===== config.mk =====
export PLATFORM = sky130hd
export DESIGN_NAME = mbx_unit
export DESIGN_NICKNAME = d
export VERILOG_FILES = /design/src/rtl/mbx_pkg.sv /design/src/rtl/mbx_decode.sv /design/src/rtl/mbx_dir.sv /design/src/rtl/mbx_rdmux.sv /design/src/rtl/mbx_unit.sv
export SDC_FILE = /design/constraint.sdc
export NUM_CORES = 1
export LEC_CHECK = 0
export BUFFER_PORTS_ARGS = -buffer_cell sky130_fd_sc_hd__buf_4
export CAP_MARGIN = 15
export CORE_MARGIN = 2
export CORE_UTILIZATION = 40
export CTS_CLUSTER_DIAMETER = 200
export DETAILED_ROUTE_END_ITERATION = 10
export SYNTH_ARGS = -nofsm -noshare
export SYNTH_HDL_FRONTEND = slang
export SYNTH_SLANG_ARGS = --single-unit
export TNS_END_PERCENT = 1

===== constraint.sdc =====
create_clock -name clk -period 4.3 [get_ports clk]
set_input_delay 0.645 -clock clk [delete_from_list [all_inputs] [get_ports clk]]
set_output_delay 0.645 -clock clk [all_outputs]
set_load 0.1 [all_outputs]

===== src/rtl/mbx_pkg.sv =====
package mbx_pkg;

    localparam int DW    = 32;
    localparam int SW    = 9;
    localparam int NDIR  = 2;
    localparam int AW    = 3;

    localparam int DIR_IN  = 0;
    localparam int DIR_OUT = 1;

    typedef enum logic {
        SIDE_HOST  = 1'b0,
        SIDE_LOCAL = 1'b1
    } side_e;

    // word offsets within one side's view
    localparam logic [AW-1:0] OFF_TX_M0 = 3'd0;
    localparam logic [AW-1:0] OFF_TX_M1 = 3'd1;
    localparam logic [AW-1:0] OFF_TX_DB = 3'd2;
    localparam logic [AW-1:0] OFF_RX_M0 = 3'd3;
    localparam logic [AW-1:0] OFF_RX_M1 = 3'd4;
    localparam logic [AW-1:0] OFF_RX_DB = 3'd5;
    localparam logic [AW-1:0] OFF_STAT  = 3'd6;
    localparam logic [AW-1:0] OFF_MASK  = 3'd7;

    // receiver-side selects (offset minus OFF_RX_DB)
    localparam logic [1:0] RX_DB   = 2'd0;
    localparam logic [1:0] RX_STAT = 2'd1;
    localparam logic [1:0] RX_MASK = 2'd2;

    // status / mask bit positions
    localparam int BIT_M0   = 0;
    localparam int BIT_M1   = 1;
    localparam int BIT_DB   = 3;
    localparam int BIT_MCHK = 4;
    localparam int BIT_PQ   = 5;
    localparam int BIT_POVF = 7;
    localparam int BIT_FOVF = 8;

    localparam logic [SW-1:0] STICKY_IN  = 9'h193;
    localparam logic [SW-1:0] STICKY_OUT = 9'h003;

    typedef struct packed {
        logic          tx_we;
        logic [1:0]    tx_sel;
        logic          rx_we;
        logic [1:0]    rx_sel;
        logic [DW-1:0] data;
    } dir_wr_t;

    typedef struct packed {
        logic [DW-1:0] msg0;
        logic [DW-1:0] msg1;
        logic [DW-1:0] db;
        logic [SW-1:0] stat;
        logic [SW-1:0] mask;
    } dir_view_t;

    // side that feeds a direction
    function automatic side_e sender_of(input int d);
        return (d == DIR_IN) ? SIDE_HOST : SIDE_LOCAL;
    endfunction

    // direction a side receives from
    function automatic int rx_dir_of(input side_e s);
        return (s == SIDE_HOST) ? DIR_OUT : DIR_IN;
    endfunction

    function automatic logic [DW-1:0] widen(input logic [SW-1:0] v);
        return {{(DW-SW){1'b0}}, v};
    endfunction

endpackage


===== src/rtl/mbx_decode.sv =====
module mbx_decode
    import mbx_pkg::*;
(
    input  logic          acc_side,
    input  logic          acc_we,
    input  logic [AW-1:0] acc_addr,
    input  logic [DW-1:0] acc_wdata,
    output dir_wr_t       wr [NDIR]
);

    logic [AW-1:0] rx_off;
    assign rx_off = acc_addr - OFF_RX_DB;

    always_comb begin
        for (int d = 0; d < NDIR; d++) begin
            wr[d]      = '0;
            wr[d].data = acc_wdata;
            if (acc_we) begin
                if (side_e'(acc_side) == sender_of(d)) begin
                    if (acc_addr <= OFF_TX_DB) begin
                        wr[d].tx_we  = 1'b1;
                        wr[d].tx_sel = acc_addr[1:0];
                    end
                end else if (acc_addr >= OFF_RX_DB) begin
                    wr[d].rx_we  = 1'b1;
                    wr[d].rx_sel = rx_off[1:0];
                end
            end
        end
    end

endmodule


===== src/rtl/mbx_dir.sv =====
module mbx_dir
    import mbx_pkg::*;
#(
    parameter logic [DW-1:0] DB_WMASK = '1,
    parameter logic [SW-1:0] STICKY   = STICKY_OUT
) (
    input  logic          clk,
    input  logic          rst,
    input  dir_wr_t       wr,
    input  logic [SW-1:0] ev,
    input  logic          pq_lvl,
    output dir_view_t     view,
    output logic          irq
);

    logic [DW-1:0] msg_q [2];
    logic [DW-1:0] db_q;
    logic [SW-1:0] sticky_q;
    logic [SW-1:0] mask_q;
    logic [SW-1:0] set_v;
    logic [SW-1:0] clr_v;
    logic [SW-1:0] stat_v;

    always_comb begin
        set_v = ev;
        if (wr.tx_we && wr.tx_sel == OFF_TX_M0[1:0]) set_v[BIT_M0] = 1'b1;
        if (wr.tx_we && wr.tx_sel == OFF_TX_M1[1:0]) set_v[BIT_M1] = 1'b1;
        set_v = set_v & STICKY;
        clr_v = (wr.rx_we && wr.rx_sel == RX_STAT) ? (wr.data[SW-1:0] & STICKY) : '0;
    end

    always_ff @(posedge clk) begin
        if (rst) begin
            msg_q[0] <= '0;
            msg_q[1] <= '0;
            db_q     <= '0;
            sticky_q <= '0;
            mask_q   <= '1;
        end else begin
            if (wr.tx_we) begin
                case (wr.tx_sel)
                    OFF_TX_M0[1:0]: msg_q[0] <= wr.data;
                    OFF_TX_M1[1:0]: msg_q[1] <= wr.data;
                    OFF_TX_DB[1:0]: db_q     <= db_q | (wr.data & DB_WMASK);
                    default: ;
                endcase
            end else if (wr.rx_we && wr.rx_sel == RX_DB) begin
                db_q <= db_q & ~wr.data;
            end
            if (wr.rx_we && wr.rx_sel == RX_MASK) mask_q <= wr.data[SW-1:0];
            // a set in the same cycle overrides a clear
            sticky_q <= (sticky_q & ~clr_v) | set_v;
        end
    end

    always_comb begin
        stat_v         = sticky_q;
        stat_v[BIT_DB] = |db_q;
        stat_v[BIT_PQ] = pq_lvl;
    end

    assign view.msg0 = msg_q[0];
    assign view.msg1 = msg_q[1];
    assign view.db   = db_q;
    assign view.stat = stat_v;
    assign view.mask = mask_q;
    assign irq       = |(stat_v & ~mask_q);

endmodule


===== src/rtl/mbx_rdmux.sv =====
module mbx_rdmux
    import mbx_pkg::*;
(
    input  logic          acc_side,
    input  logic [AW-1:0] acc_addr,
    input  dir_view_t     view [NDIR],
    output logic [DW-1:0] acc_rdata
);

    dir_view_t sel;

    always_comb begin
        sel = view[rx_dir_of(side_e'(acc_side))];
        case (acc_addr)
            OFF_RX_M0: acc_rdata = sel.msg0;
            OFF_RX_M1: acc_rdata = sel.msg1;
            OFF_RX_DB: acc_rdata = sel.db;
            OFF_STAT:  acc_rdata = widen(sel.stat);
            OFF_MASK:  acc_rdata = widen(sel.mask);
            default:   acc_rdata = '0;
        endcase
    end

endmodule


===== src/rtl/mbx_unit.sv =====
module mbx_unit
    import mbx_pkg::*;
#(
    parameter int DB_LOCK_BITS = 3
) (
    input  logic          clk,
    input  logic          rst,
    input  logic          acc_side,
    input  logic          acc_we,
    input  logic [2:0]    acc_addr,
    input  logic [31:0]   acc_wdata,
    output logic [31:0]   acc_rdata,
    input  logic          in_pq_nonempty,
    input  logic          out_pq_nonempty,
    input  logic          mchk_evt,
    input  logic          in_post_ovf_evt,
    input  logic          in_free_ovf_evt,
    output logic          irq_local,
    output logic          irq_host
);

    localparam logic [DW-1:0] OUT_DB_WMASK = {{DB_LOCK_BITS{1'b0}}, {(DW-DB_LOCK_BITS){1'b1}}};

    dir_wr_t       wr    [NDIR];
    dir_view_t     dview [NDIR];
    logic [SW-1:0] ev    [NDIR];
    logic          pq    [NDIR];
    logic          irq   [NDIR];

    always_comb begin
        ev[DIR_IN]           = '0;
        ev[DIR_IN][BIT_MCHK] = mchk_evt;
        ev[DIR_IN][BIT_POVF] = in_post_ovf_evt;
        ev[DIR_IN][BIT_FOVF] = in_free_ovf_evt;
        ev[DIR_OUT]          = '0;
        pq[DIR_IN]           = in_pq_nonempty;
        pq[DIR_OUT]          = out_pq_nonempty;
    end

    mbx_decode u_dec (
        .acc_side  (acc_side),
        .acc_we    (acc_we),
        .acc_addr  (acc_addr),
        .acc_wdata (acc_wdata),
        .wr        (wr)
    );

    for (genvar d = 0; d < NDIR; d++) begin : g_dir
        localparam logic [DW-1:0] WM = (d == DIR_OUT) ? OUT_DB_WMASK : '1;
        localparam logic [SW-1:0] SM = (d == DIR_IN) ? STICKY_IN : STICKY_OUT;
        mbx_dir #(
            .DB_WMASK (WM),
            .STICKY   (SM)
        ) u_dir (
            .clk    (clk),
            .rst    (rst),
            .wr     (wr[d]),
            .ev     (ev[d]),
            .pq_lvl (pq[d]),
            .view   (dview[d]),
            .irq    (irq[d])
        );
    end

    mbx_rdmux u_rd (
        .acc_side  (acc_side),
        .acc_addr  (acc_addr),
        .view      (dview),
        .acc_rdata (acc_rdata)
    );

    assign irq_local = irq[DIR_IN];
    assign irq_host  = irq[DIR_OUT];

endmodule


==> summary by stage <==
Worst hold path
The worst hold-check path type is input pin to flop. The hold path startpoint is mchk_evt.

Power
Power spread over the standard cell area amounts to 437 nW/um2. The maximum resistive drop on vdd is 0.216 mV. The post-route total power is 4.94 mW. The reported leakage power is 4.63 nW.

Worst setup path
The highest net fanout along the worst path is 55. The sort of element at the end of the critical path is an output port. The worst-path cell with the longest stage delay is o21ai_0. At the worst endpoint, the required time is 3.65 ns. The reg-to-reg startpoint is g_dir[0].u_dir.sticky_q[1]. The data arrival time at the worst-slack endpoint is 2.83 ns. Among the stages of the critical path, the cell type that occurs most often is buf_4. The critical path launch point is acc_addr[0]. The signal on the critical path passes through buf_4 > inv_1 > ha_1 > and2_2 > buf_12 > a22o_1 > a211oi_1 > o21ai_0 > buf_4.

The worst setup path is launched from an input pin. The critical path class is input pin to output port. The delay of the slowest critical-path stage is 0.38 ns.

Synthesis
Yosys printed 0 warnings. After synthesis, the share of flip-flops with an asynchronous set or reset is 0%. The mapped netlist covers 9630 um2. In this run, synthesis produced a sequential element count of 217.

The biggest area consumer among synthesized cells is edfxtp_1. Synthesis handed over a netlist of 856 instances. The most used flip-flop cell after synthesis is edfxtp_1. Sequential elements use 58.4% of the synthesized area. The count of different cell masters after synthesis is 44. The average instance area after synthesis is 11.2 um2. The number of enable flip-flop cells after synthesis is 128.

The number of nets in the synthesized netlist is 904. The proportion of netlist area held by the largest area contributor is 39.9%. By area the synthesized netlist is led by edfxtp_1 (40%), dfxtp_1 (19%), mux2i_1 (9.0%).

GRT
The wire length of the first global-routing pass is 41300 um. The total global routing track utilization is 20.7%. For this run the aggregate overflow at the end of global routing stands at 0. The number of antenna violations at the first check in global routing was 1. The via count of the first global-routing pass is 7071.

The largest net degree at the start of global routing is 84.

Die
78 I/O pins were placed. The initial core utilization is 40.9%. Measured along the y axis, the die boundary spans 159 um. The row count is 56. The full die area is 25300 um2. The area of the core region is 23500 um2.

From left edge to right edge, the die measures 159 um.

Clocking
The clock tree from TritonCTS is done. In this run the clock root is driven by a clkbuf_16. The H-tree depth is 1. The clock reaches the later pin of the worst-skew pair after 0.51 ns.

In this run, CTS created clock tree buffers numbering 23. Hold repair after CTS inserted 0 buffers. Clock-pin slew was measured on the worst setup and hold paths at 0.07 ns. The total number of clock tree sinks is 217. The buffer levels on the longest clock path is 3. The post-cts resize count is 0. In this run the post-CTS setup repair buffer count came out at 0.

Drt
The number of routed nets with antenna violations is 0. The iteration-0 DRC count of the detailed router is 589. The routed wire length per instance is 21.4 um. The length of the first detailed-routing pass in iterations is 5. The final wirelength is 26600 um. The detailed-route via count is 7055. After detailed routing, the number of vias per cell comes to 5.66.

The post-detailed-route DRC marker count is 0.

STA
Clock skew on the completed layout was measured at 0 ns. The actual transition at the worst max-transition pin is 0.863 ns. The max-slew violation count came to 0. The minimum period implied by the final worst setup slack is 3.47 ns. The peak clock frequency supported by timing is 288 MHz. The final hold violation count is 0. The post-route setup TNS is 0 ns. The part of the cycle the worst path needs is 80.7%.

Setup repair after global routing left no endpoint under its margin. The final number of setup-violating endpoints is 0. Setup slack closes at 0.829 ns. The worst pin sits at a relative slew slack of 42.5%.

Cells and area
The fraction of final layout cells sized beyond drive strength 1 is 16.4%. The number of nets in the layout is 958. Compared with the post-synthesis result, the final layout area differs by 17.4%.

The number of diodes added for antenna fixing is 0.

Placed design
During placement, the flow inserted port buffers numbering 77. The routability congestion estimate from global placement is 0.831. Once detailed placement completed, the half-perimeter wirelength came to 16200 um. Before CTS, the worst setup slack after placement is 0.849 ns.

Outcome
The flow ran to the end, and the final reports show no timing, DRC or antenna violations.

Job
Across the run, the number of max-cap violations was 0.
-- per-stage QoR --
| step | hold WS [ns] | util [%] | cells | instance area (um2) |
|---|---|---|---|---|
| floorplan | 0.436 | - | 856 | 9630 |
| global placement | 0.454 | 44.6 | 1204 | 10500 |
| detailed placement | 0.463 | 44.6 | 1204 | 10500 |
| CTS | 0.321 | 48.0 | 1246 | 11300 |
| global route | 0.332 | 48.0 | 1246 | 11300 |
| finish | 0.331 | 48.0 | 1246 | 11300 |
-- cells by family (layout without fill, tap and decap cells) --
| logic type | Yosys count | count (layout) | share of synthesized area [%] |
|---|---|---|---|
| AND/OR/NAND/NOR | 301 | 301 | 14.7 |
| flip-flops | 217 | 217 | 58.4 |
| AO/OA/AOI/OAI | 156 | 156 | 12.0 |
| multiplexers | 94 | 94 | 10.2 |
| buffers and inverters | 84 | 155 | 4.14 |
| adder cells (fa/ha/maj) | 4 | 4 | 0.520 |
-- metal layers --
metal / GRT usage (%) / share of wire, % / vias to the layer above / routed length [um]
met5: 0 / 0 / - / 0
met3: 2.53 / 5.6 / 21 / 1500
met2: 35.5 / 49 / 208 / 13000
met4: 5.29 / 1.6 / 0 / 437
li1: - / - / 3308 / -
met1: 28.0 / 44 / 3518 / 11700
-- report_power, final --
group | internal, mW | switching (mW) | leakage, nW | total, mW
Sequential | 2.28 | 0.0255 | 1.95 | 2.31
Clock | 1.25 | 0.829 | 0.388 | 2.08
Combinational | 0.139 | 0.417 | 2.30 | 0.556
-- layout make-up --
cell class	instances	area, um2
fill	2212	12200
sequential	217	5630
multi-input combinational	555	3670
timing repair buffer	98	761
clock buffer	26	597
tap	319	399
clock inverter	16	199
inverter	15	58.8
-- worst max-delay path, delay by kind of cell --
kind	cells	cell delay [ns]
buffers and inverters	4	1.04
AOI/OAI and AO/OA	3	0.62
adders and majority gates	1	0.30
and+or+nand+nor	1	0.20
-- cells in the final DEF (no fill, tap or decap), types with 3 or more instances in the layout --
cell type,instances
nand2_1,181
edfxtp_1,128
buf_4,96
dfxtp_1,89
mux2i_1,87
and3_1,65
a211oi_1,31
a22o_1,30
a22oi_1,25
a31oi_1,23
clkbuf_16,23
nor4_1,16
inv_1,14
a21oi_1,12
nor2_1,10
nand4_1,8
a222oi_1,5
o21ai_0,5
nor3_1,5
clkinv_1,5
mux2_2,4
o22ai_1,4
o211ai_1,4
ha_1,4
bufinv_16,4
nor2b_1,3
mux4_2,3
o22a_1,3
o21ai_4,3
clkinv_2,3
-- path summary, 6_finish.rpt --
kind                                              endpoint  slack [ns]  cells after the start
worst max-delay path                          acc_rdata[5]        0.83                      9
worst max register to register  g_dir[0].u_dir.sticky_q[1]        3.51                      2
worst min register to register                        flop        0.48                      2
worst min-delay path            g_dir[0].u_dir.sticky_q[4]        0.33                      3
-- synthesized netlist by cell type (4+ instances only) --
| cell type | instances |
|---|---|
| nand2_1 | 181 |
| edfxtp_1 | 128 |
| dfxtp_1 | 89 |
| mux2i_1 | 87 |
| and3_1 | 65 |
| a211oi_1 | 31 |
| clkbuf_1 | 31 |
| a22o_1 | 30 |
| a22oi_1 | 25 |
| buf_2 | 25 |
| a31oi_1 | 23 |
| nor4_1 | 16 |
| inv_1 | 15 |
| a21oi_1 | 12 |
| nor2_1 | 10 |
| nand4_1 | 8 |
| o21ai_0 | 8 |
| buf_4 | 6 |
| a222oi_1 | 5 |
| nor3_1 | 5 |
| buf_6 | 4 |
| ha_1 | 4 |
| mux2_2 | 4 |
| nor2b_1 | 4 |
| o211ai_1 | 4 |
| o22ai_1 | 4 |
No activity file was read; power rests on OpenSTA's default activity.
